$ cat config.mk
export PLATFORM = sky130hd
export DESIGN_NAME = rxq_rts_fifo
export DESIGN_NICKNAME = d
export VERILOG_FILES = /design/src/rtl/rxq_pkg.sv /design/src/rtl/rxq_store.sv /design/src/rtl/rxq_flow.sv /design/src/rtl/rxq_rts_fifo.sv
export SDC_FILE = /design/constraint.sdc
export NUM_CORES = 1
export LEC_CHECK = 0
export BUFFER_PORTS_ARGS = -buffer_cell sky130_fd_sc_hd__buf_4
export CAP_MARGIN = 15
export CORE_MARGIN = 3
export CORE_UTILIZATION = 40
export CTS_BUF_LIST = sky130_fd_sc_hd__clkbuf_8
export CTS_CLUSTER_DIAMETER = 50
export CTS_CLUSTER_SIZE = 20
export DETAILED_ROUTE_END_ITERATION = 7
export MAX_ROUTING_LAYER = met4
export SETUP_SLACK_MARGIN = 0.5
export SYNTH_ARGS = -nofsm -noshare
export SYNTH_HDL_FRONTEND = slang
export SYNTH_SLANG_ARGS = --single-unit
$ cat constraint.sdc
create_clock -name clk -period 5.3 [get_ports clk]
set_input_delay 0.265 -clock clk [delete_from_list [all_inputs] [get_ports clk]]
set_output_delay 0.265 -clock clk [all_outputs]
set_load 0.01 [all_outputs]
$ cat src/rtl/rxq_pkg.sv
package rxq_pkg;

    // Clamp an unsigned value into [lo_lim, hi_lim].
    function automatic int unsigned clamp_u(input int unsigned v,
                                            input int unsigned lo_lim,
                                            input int unsigned hi_lim);
        if (v < lo_lim) return lo_lim;
        if (v > hi_lim) return hi_lim;
        return v;
    endfunction

endpackage

$ cat src/rtl/rxq_store.sv
module rxq_store #(
    parameter int DEPTH = 8,
    parameter int DW    = 8,
    localparam int AW   = $clog2(DEPTH),
    localparam int CW   = $clog2(DEPTH + 1)
) (
    input  logic          clk,
    input  logic          rst_n,
    input  logic          push,
    input  logic [DW-1:0] push_data,
    input  logic          pop_req,
    input  logic          ovr_clr,
    output logic [CW-1:0] count,
    output logic [DW-1:0] head_data,
    output logic          ovr
);

    typedef struct packed {
        logic [DEPTH-1:0][DW-1:0] mem;
        logic [AW-1:0]            wp;
        logic [AW-1:0]            rp;
        logic [CW-1:0]            cnt;
        logic                     ovr;
    } st_t;

    st_t  s_q, s_d;
    logic full, pop, accept, drop;

    function automatic logic [AW-1:0] bump(input logic [AW-1:0] p);
        return (p == AW'(DEPTH - 1)) ? '0 : p + 1'b1;
    endfunction

    always_comb begin
        s_d    = s_q;
        full   = (s_q.cnt == CW'(DEPTH));
        pop    = pop_req && (s_q.cnt != '0);
        accept = push && (!full || pop);
        drop   = push && full && !pop;
        if (accept) begin
            s_d.mem[s_q.wp] = push_data;
            s_d.wp          = bump(s_q.wp);
        end
        if (pop) s_d.rp = bump(s_q.rp);
        if (accept && !pop)      s_d.cnt = s_q.cnt + 1'b1;
        else if (pop && !accept) s_d.cnt = s_q.cnt - 1'b1;
        s_d.ovr = drop | (s_q.ovr & ~ovr_clr);
    end

    always_ff @(posedge clk) begin
        if (!rst_n) s_q <= '0;
        else        s_q <= s_d;
    end

    assign count     = s_q.cnt;
    assign head_data = s_q.mem[s_q.rp];
    assign ovr       = s_q.ovr;


    count_bound_chk: assert property (@(posedge clk) disable iff (!rst_n)
        s_q.cnt <= CW'(DEPTH));


    drop_keeps_level_chk: assert property (@(posedge clk) disable iff (!rst_n)
        (push && s_q.cnt == CW'(DEPTH) && !pop_req) |=> (ovr && $stable(count)));


    empty_pop_chk: assert property (@(posedge clk) disable iff (!rst_n)
        (pop_req && !push && s_q.cnt == '0) |=> (count == '0));


    ovr_sticky_chk: assert property (@(posedge clk) disable iff (!rst_n)
        (ovr && !ovr_clr) |=> ovr);

endmodule

$ cat src/rtl/rxq_flow.sv
module rxq_flow #(
    parameter int DEPTH  = 8,
    parameter int HI_RST = DEPTH - 1,
    parameter int LO_RST = DEPTH / 2 - 1,
    localparam int CW    = $clog2(DEPTH + 1)
) (
    input  logic          clk,
    input  logic          rst_n,
    input  logic          cfg_wr,
    input  logic [CW-1:0] cfg_hi,
    input  logic [CW-1:0] cfg_lo,
    input  logic          fc_en,
    input  logic          hyst_en,
    input  logic [CW-1:0] count,
    output logic          rts_stop,
    output logic          at_mark
);
    import rxq_pkg::*;

    typedef struct packed {
        logic [CW-1:0] hi;
        logic [CW-1:0] lo;
        logic          hold;
    } fl_t;

    fl_t           f_q, f_d;
    logic [CW-1:0] hi_c, lo_c;
    logic          above_lo;

    always_comb begin
        f_d      = f_q;
        hi_c     = CW'(clamp_u(int'(cfg_hi), 1, DEPTH - 1));
        lo_c     = CW'(clamp_u(int'(cfg_lo), 0, int'(hi_c) - 1));
        above_lo = (count > f_q.lo);
        at_mark  = (count >= f_q.hi);
        f_d.hold = at_mark | (f_q.hold & above_lo);
        if (cfg_wr) begin
            f_d.hi = hi_c;
            f_d.lo = lo_c;
        end
        rts_stop = fc_en & (at_mark | (hyst_en & f_q.hold & above_lo));
    end

    always_ff @(posedge clk) begin
        if (!rst_n) begin
            f_q.hi   <= CW'(HI_RST);
            f_q.lo   <= CW'(LO_RST);
            f_q.hold <= 1'b0;
        end else begin
            f_q <= f_d;
        end
    end


    hi_range_chk: assert property (@(posedge clk) disable iff (!rst_n)
        f_q.hi >= CW'(1) && f_q.hi <= CW'(DEPTH - 1));


    lo_below_hi_chk: assert property (@(posedge clk) disable iff (!rst_n)
        f_q.lo < f_q.hi);


    hyst_hold_chk: assert property (@(posedge clk) disable iff (!rst_n)
        (fc_en && hyst_en && rts_stop && !cfg_wr) |=>
            (!(fc_en && hyst_en && count > f_q.lo) || rts_stop));

endmodule

$ cat src/rtl/rxq_rts_fifo.sv
module rxq_rts_fifo #(
    parameter int DEPTH = 8,
    parameter int DW    = 8,
    localparam int CW   = $clog2(DEPTH + 1)
) (
    input  logic          clk,
    input  logic          rst_n,
    input  logic          rx_valid,
    input  logic [DW-1:0] rx_data,
    input  logic          rd_ready,
    output logic          rd_valid,
    output logic [DW-1:0] rd_data,
    input  logic          fc_en,
    input  logic          hyst_en,
    input  logic          cfg_wr,
    input  logic [CW-1:0] cfg_hi,
    input  logic [CW-1:0] cfg_lo,
    input  logic          ovr_clr,
    output logic          rts_stop,
    output logic [CW-1:0] level,
    output logic          overrun,
    output logic          at_mark
);

    rxq_store #(.DEPTH(DEPTH), .DW(DW)) u_store (
        .clk       (clk),
        .rst_n     (rst_n),
        .push      (rx_valid),
        .push_data (rx_data),
        .pop_req   (rd_ready),
        .ovr_clr   (ovr_clr),
        .count     (level),
        .head_data (rd_data),
        .ovr       (overrun)
    );

    rxq_flow #(.DEPTH(DEPTH)) u_flow (
        .clk      (clk),
        .rst_n    (rst_n),
        .cfg_wr   (cfg_wr),
        .cfg_hi   (cfg_hi),
        .cfg_lo   (cfg_lo),
        .fc_en    (fc_en),
        .hyst_en  (hyst_en),
        .count    (level),
        .rts_stop (rts_stop),
        .at_mark  (at_mark)
    );

    assign rd_valid = (level != '0);


    fc_off_chk: assert property (@(posedge clk) disable iff (!rst_n)
        !fc_en |-> !rts_stop);


    full_stops_chk: assert property (@(posedge clk) disable iff (!rst_n)
        (fc_en && level == CW'(DEPTH)) |-> rts_stop);

endmodule

# Yosys cells after proc, flatten, opt, wreduce, memory -nomap -nowiden
# Index checks and enable logic that the tools add are counted.
# totals
ff_bits	84
input_bits	24
word_cells	72
# classes
addsub	5
n_lt_le_gt_ge	8
n_eq_ne	3
muxes	19
bitwise	9
reduce_logical	13
# ops
operator	count
$bwmux 64	1
$gt 4x32->1	1
$bmux 8 s3	1
$demux 8 s3	1
$mux 4	6
$mux 8	2
$mux 3	3
$lt 3x4->1 const B	2
$logic_and 1x1->1	7
$add 3x1->3 const B	2
$eq 3x3->1 const B	2
$and 1x1->1	5
$mux 1	5
$sub 4x1->5 const B	1
$add 4x1->4 const B	1
$eq 4x4->1 const B	1
$ge 4x4->1	1
$gt 4x3->1 const B	1
$gt 4x4->1	1
$lt 4x1->1 const B	1
$reduce_bool 4->1	1
$sub 4x1->4 const B	1
$ge 3x1->1 const B	1
$logic_not 1->1	3
4 further kinds	6

# Longest topological paths before layout
# depth
word_depth	9
mapped_depth	11
ltp_nobuf	11

# Hierarchy
# From an unflattened synthesis, not the netlist that was laid out.
# hier_totals
hier_cells	410
area_unflattened_um2	4408.0
# modules_own_cells
module	instances	cells_each	area_per_inst_um2
rxq_store	1	322	3688.5
rxq_flow	1	87	711.9
rxq_rts_fifo	1	1	7.5

# Least setup slack after synthesis
# OpenSTA, ideal clock, no wires.
# synth_path
path_type	register to register
from	register u_store.s_q, in the netlist u_store.count[0]
to	register u_store.s_q, in the netlist u_store.count[3]
setup_time_ps	70
arrival_time_ps	2675
required_time_ps	5230
slack_ps	2555
path_stages_with_launch	11
n_path_buf	0
period_less_slack_ps	2745
cell_sequence	dfxtp_1 or4_2 nand2_1 ha_1 inv_1 ha_1 a21o_2 a21oi_1 xnor2_1 or3_1 a21oi_1
# synth_between
elab_chain_cells	7
word_cells_on_any_way	15
# synth_lines
element	line	text
from (decl)	rxq_store.sv:26	st_t s_q, s_d;
from (signal assigned)	rxq_store.sv:50	if (!rst_n) s_q <= '0;
from (signal assigned)	rxq_store.sv:51	else s_q <= s_d;
$reduce_bool 4->1 *	n/a	
net rd_valid	rxq_rts_fifo.sv:11	output logic rd_valid,
$logic_and 1x1->1 *	rxq_store.sv:36	pop = pop_req && (s_q.cnt != '0);
$logic_or 1x1->1	rxq_store.sv:37	accept = push && (!full || pop);
$logic_and 1x1->1	rxq_store.sv:37	
$logic_not 1->1	rxq_store.sv:45	else if (pop && !accept) s_d.cnt = s_q.cnt - 1'b1;
$logic_and 1x1->1	rxq_store.sv:45	
$reduce_bool 2->1 (no source line)	n/a	
# The timed path passes the listed nets; every way through them passes the cells marked *. The select of a mux whose other input is x is not followed.
# A chain may end at the register's enable or synchronous reset.

# Worst setup path in the final report
# layout_path
from	register u_store.s_q, in the netlist u_store.count[0]
to	register u_store.s_q, in the netlist u_store.count[3]
# layout_between
elab_chain_cells	7
word_cells_on_any_way	15
# layout_lines
element	line	text
$eq 4x4->1 or $reduce_bool 4->1 (tied branches)	rxq_store.sv:35, rxq_store.sv:36	
$logic_not 1->1 or $logic_and 1x1->1 (tied branches)	rxq_store.sv:37, rxq_store.sv:36	
$logic_or 1x1->1 *	rxq_store.sv:37	
$logic_and 1x1->1 *	rxq_store.sv:37	
net u_store.accept	rxq_store.sv:27	logic full, pop, accept, drop;
$logic_not 1->1	rxq_store.sv:45	
$logic_and 1x1->1	rxq_store.sv:45	
$reduce_bool 2->1 (no source line)	n/a	
# Marked as above.

==> reports/results.tsv <==
metric	value	unit
Pint	1110	µW
Port Buf Inserts	39	
initial antenna violation count	0	
largest net degree at the start of global routing	78	
max cap viols	0	
Nets	461	
num ports	40	
clk root buf	clkbuf_8	
Die Ht	108	µm
reg2reg path depth	11	
synth unique cells	50	
Hold WC Path Type	input pin to flop	
CP startpoint kind	flop	
Worst setup EP type	flop	
clk_lat worst skew	0.37	ns
HP Start	rst_n	
Post-Syn Nets	444	
row cnt	36	
GR Util All Layers	15.8	%
Ant. Diodes	0	
Core Area	9950	µm²
die area	11700	µm²
total grt overflow	0	
# fillers	958	
Sink Count	84	
NetSw	512	µW
final RePlAce weighted congestion	0.782	
crit path kind	flop to flop	
H-tree lvl count	3	
CP delay by family, top	compound AO/OA/AOI/OAI gates	
Clock Skew	0.0134	ns
number of global-route vias before repair	2715	
slowest CP cell	or3_4	
Switching Fraction	31.6	%
Final Slew Violations	0	
outcome	finished, final reports clean	
Gate power share	25.4	%
Clk pwr share	29.5	%
Final period util	55.1	%
Pleak	0.00215	µW
DRT Wirelength	8.32	mm
first-pass GRT wire length	13.7	mm
critical path, cell by cell	or3_4 > o21ai_4 > inv_6 > ha_1 > inv_1 > ha_1 > a21o_2 > a21oi_1 > xnor2_1 > or3_1 > a21oi_1	
hold_buf cts	0	
#FFs+latches synth	84	
Worst R2R End	u_store.count[3]$_SDFFE_PN0P_	
RSZ-0062 raised after global routing	no	
fmax	342	MHz
Hold EP	u_flow.f_q[6]$_SDFFE_PN1P_	
Seq/Total Area, Yosys	40.4	%
Worst path max stage delay	0.43	ns
Worst-Margin Slew	1.05	ns
required time of the worst setup path	5.59	ns
1st-iter DRT viols	135	
synthesis-to-finish area growth	12.5	%
clock slew at reported path FFs	0.09	ns
worst-case vdd ir drop	130	µV
flop-to-flop setup slack	2.38	ns
clock buffer depth	2	
via count	2790	
DRC Markers	0	
vias per cell	5.02	
Post-DP HPWL	5.48	mm
WP buf/inv	2	
Sequential Power Share	45.1	%
leading cell type in the layout, fill and taps excluded	dfxtp_1	
layout cells sized above 1	23.4	%
CP Max Fanout	9	
DP Worst Slack	2.38	ns
Post-synth EDFFs	0	
synthesized instance count	401	
Mean Syn Cell Area	10.4	µm²
WL/cell	15.0	µm
CTS tree	yes	
1st-pass router iterations	4	
Initial Util	41.8	%
most frequent cells in the layout	dfxtp_1 (84), nor2_1 (78), mux2i_1 (68), buf_4 (41), ha_1 (18)	
Worst EP arrival	3.21	ns
Final ANT Viol Nets	0	
share of flip-flops with an asynchronous set or reset	0	%
slew margin rel.	29.8	%
Hold Crit Depth	2	
Die Span X	108	µm
final setup fails	0	
post-CTS setup buffer count	0	
worst r2r src	u_store.count[0]$_SDFFE_PN0P_	
Num CTS Buffers	9	
PwrDens	346	nW/µm²
CTS resizes	0	
setup ws final	2.38	ns
Final Hold Fails	0	
post-synthesis cell area	4160	µm²
TNS Setup	0	ns
Tmin final	2.92	ns
ys flop type	dfxtp_1	
warning count from the yosys run	0	
-- per-stage QoR --
| step | cell area [µm²] | utilization (%) | hold WS [ns] | total power (µW) | cells |
|---|---|---|---|---|---|
| finish | 4680 | 47.0 | 0.131 | 1620 | 556 |
| global route | 4680 | 47.0 | 0.114 | 1720 | 556 |
| CTS | 4680 | 47.0 | 0.123 | 1640 | 556 |
| detailed placement | 4480 | 45.0 | 0.448 | 1170 | 540 |
| global placement | 4480 | 45.0 | 0.444 | 1160 | 540 |
| floorplan | 4160 | - | 0.424 | 1050 | 401 |
-- synthesized netlist by cell type (2+ instances only) --
master / count / area, µm²
mux2i_1: 68 / 681
buf_4: 4 / 30.0
or3_1: 2 / 12.5
a21oi_1: 9 / 45.0
xnor2_1: 2 / 17.5
dfxtp_1: 84 / 1680
and2_1: 2 / 12.5
mux2_2: 8 / 90.1
buf_2: 15 / 75.1
nor3b_1: 3 / 22.5
nand3_1: 3 / 15.0
mux4_2: 16 / 360
clkbuf_1: 12 / 45.0
o21ai_0: 5 / 25.0
ha_1: 18 / 225
nor2_1: 78 / 293
buf_6: 3 / 33.8
a21o_1: 5 / 37.5
nor4b_1: 2 / 17.5
o21a_1: 4 / 30.0
inv_1: 12 / 45.0
nor3_1: 4 / 20.0
nand2_1: 10 / 37.5
or2_2: 2 / 12.5
nand2b_1: 4 / 25.0
nand4b_2: 2 / 30.0
-- flip-flops by register name, summed over array words and instances (netlist names) --
signal and cells:
u_flow.f_q 9, u_store.count 4, u_store.ovr 1, u_store.s_q 70
-- how the worst max path moves through the flow --
stage	startpoint	to	cells after the start
2_1_floorplan	u_store.count[0]$_SDFFE_PN0P_	u_store.count[3]$_SDFFE_PN0P_	10
3_3_place_gp	u_store.count[1]$_SDFFE_PN0P_	u_store.count[3]$_SDFFE_PN0P_	11
3_5_place_dp	u_store.count[1]$_SDFFE_PN0P_	u_store.count[3]$_SDFFE_PN0P_	11
4_1_cts	u_store.count[1]$_SDFFE_PN0P_	u_store.count[3]$_SDFFE_PN0P_	11
5_1_grt	u_store.count[1]$_SDFFE_PN0P_	u_store.count[3]$_SDFFE_PN0P_	11
6_report	u_store.count[0]$_SDFFE_PN0P_	u_store.count[3]$_SDFFE_PN0P_	11
-- power by group through the flow --
stage                     logic [µW]  registers, µW  clock network [µW]
after floorplan                  343            707                   0
after global placement           411            746                   0
after detailed placement         417            749                   0
after CTS                        418            734                 491
after global routing             458            742                 520
final                            412            732                 478
-- area by class of cell --
class / count / area [µm²] / share of cell area [%]
multi-input combinational: 269 / 2270 / 48.4
clock buffer: 9 / 124 / 2.65
inverter: 13 / 53.8 / 1.15
tap: 133 / 166 / 3.56
timing repair buffer: 41 / 308 / 6.58
clock inverter: 7 / 80.1 / 1.71
sequential: 84 / 1680 / 35.9
-- cell families after synthesis --
| logic type | synth area share, % |
|---|---|
| multiplexers | 27.2 |
| XOR/XNOR | 0.632 |
| buffers and inverters | 5.80 |
| flip-flops | 40.4 |
| other | 0.0901 |
| AO/OA/AOI/OAI | 5.62 |
| AND/OR/NAND/NOR | 14.3 |
| adder cells (fa/ha/maj) | 5.89 |
-- layer usage --
metal  wire, µm  global-route usage (%)  vias to the layer above
met3        195                    3.58                       11
li1           -                       -                     1425
met1       4160                    21.6                     1325
met4        122                    4.96                        0
met5          0                       -                        -
met2       3840                    23.2                       29
No activity file was read; power rests on OpenSTA's default activity.
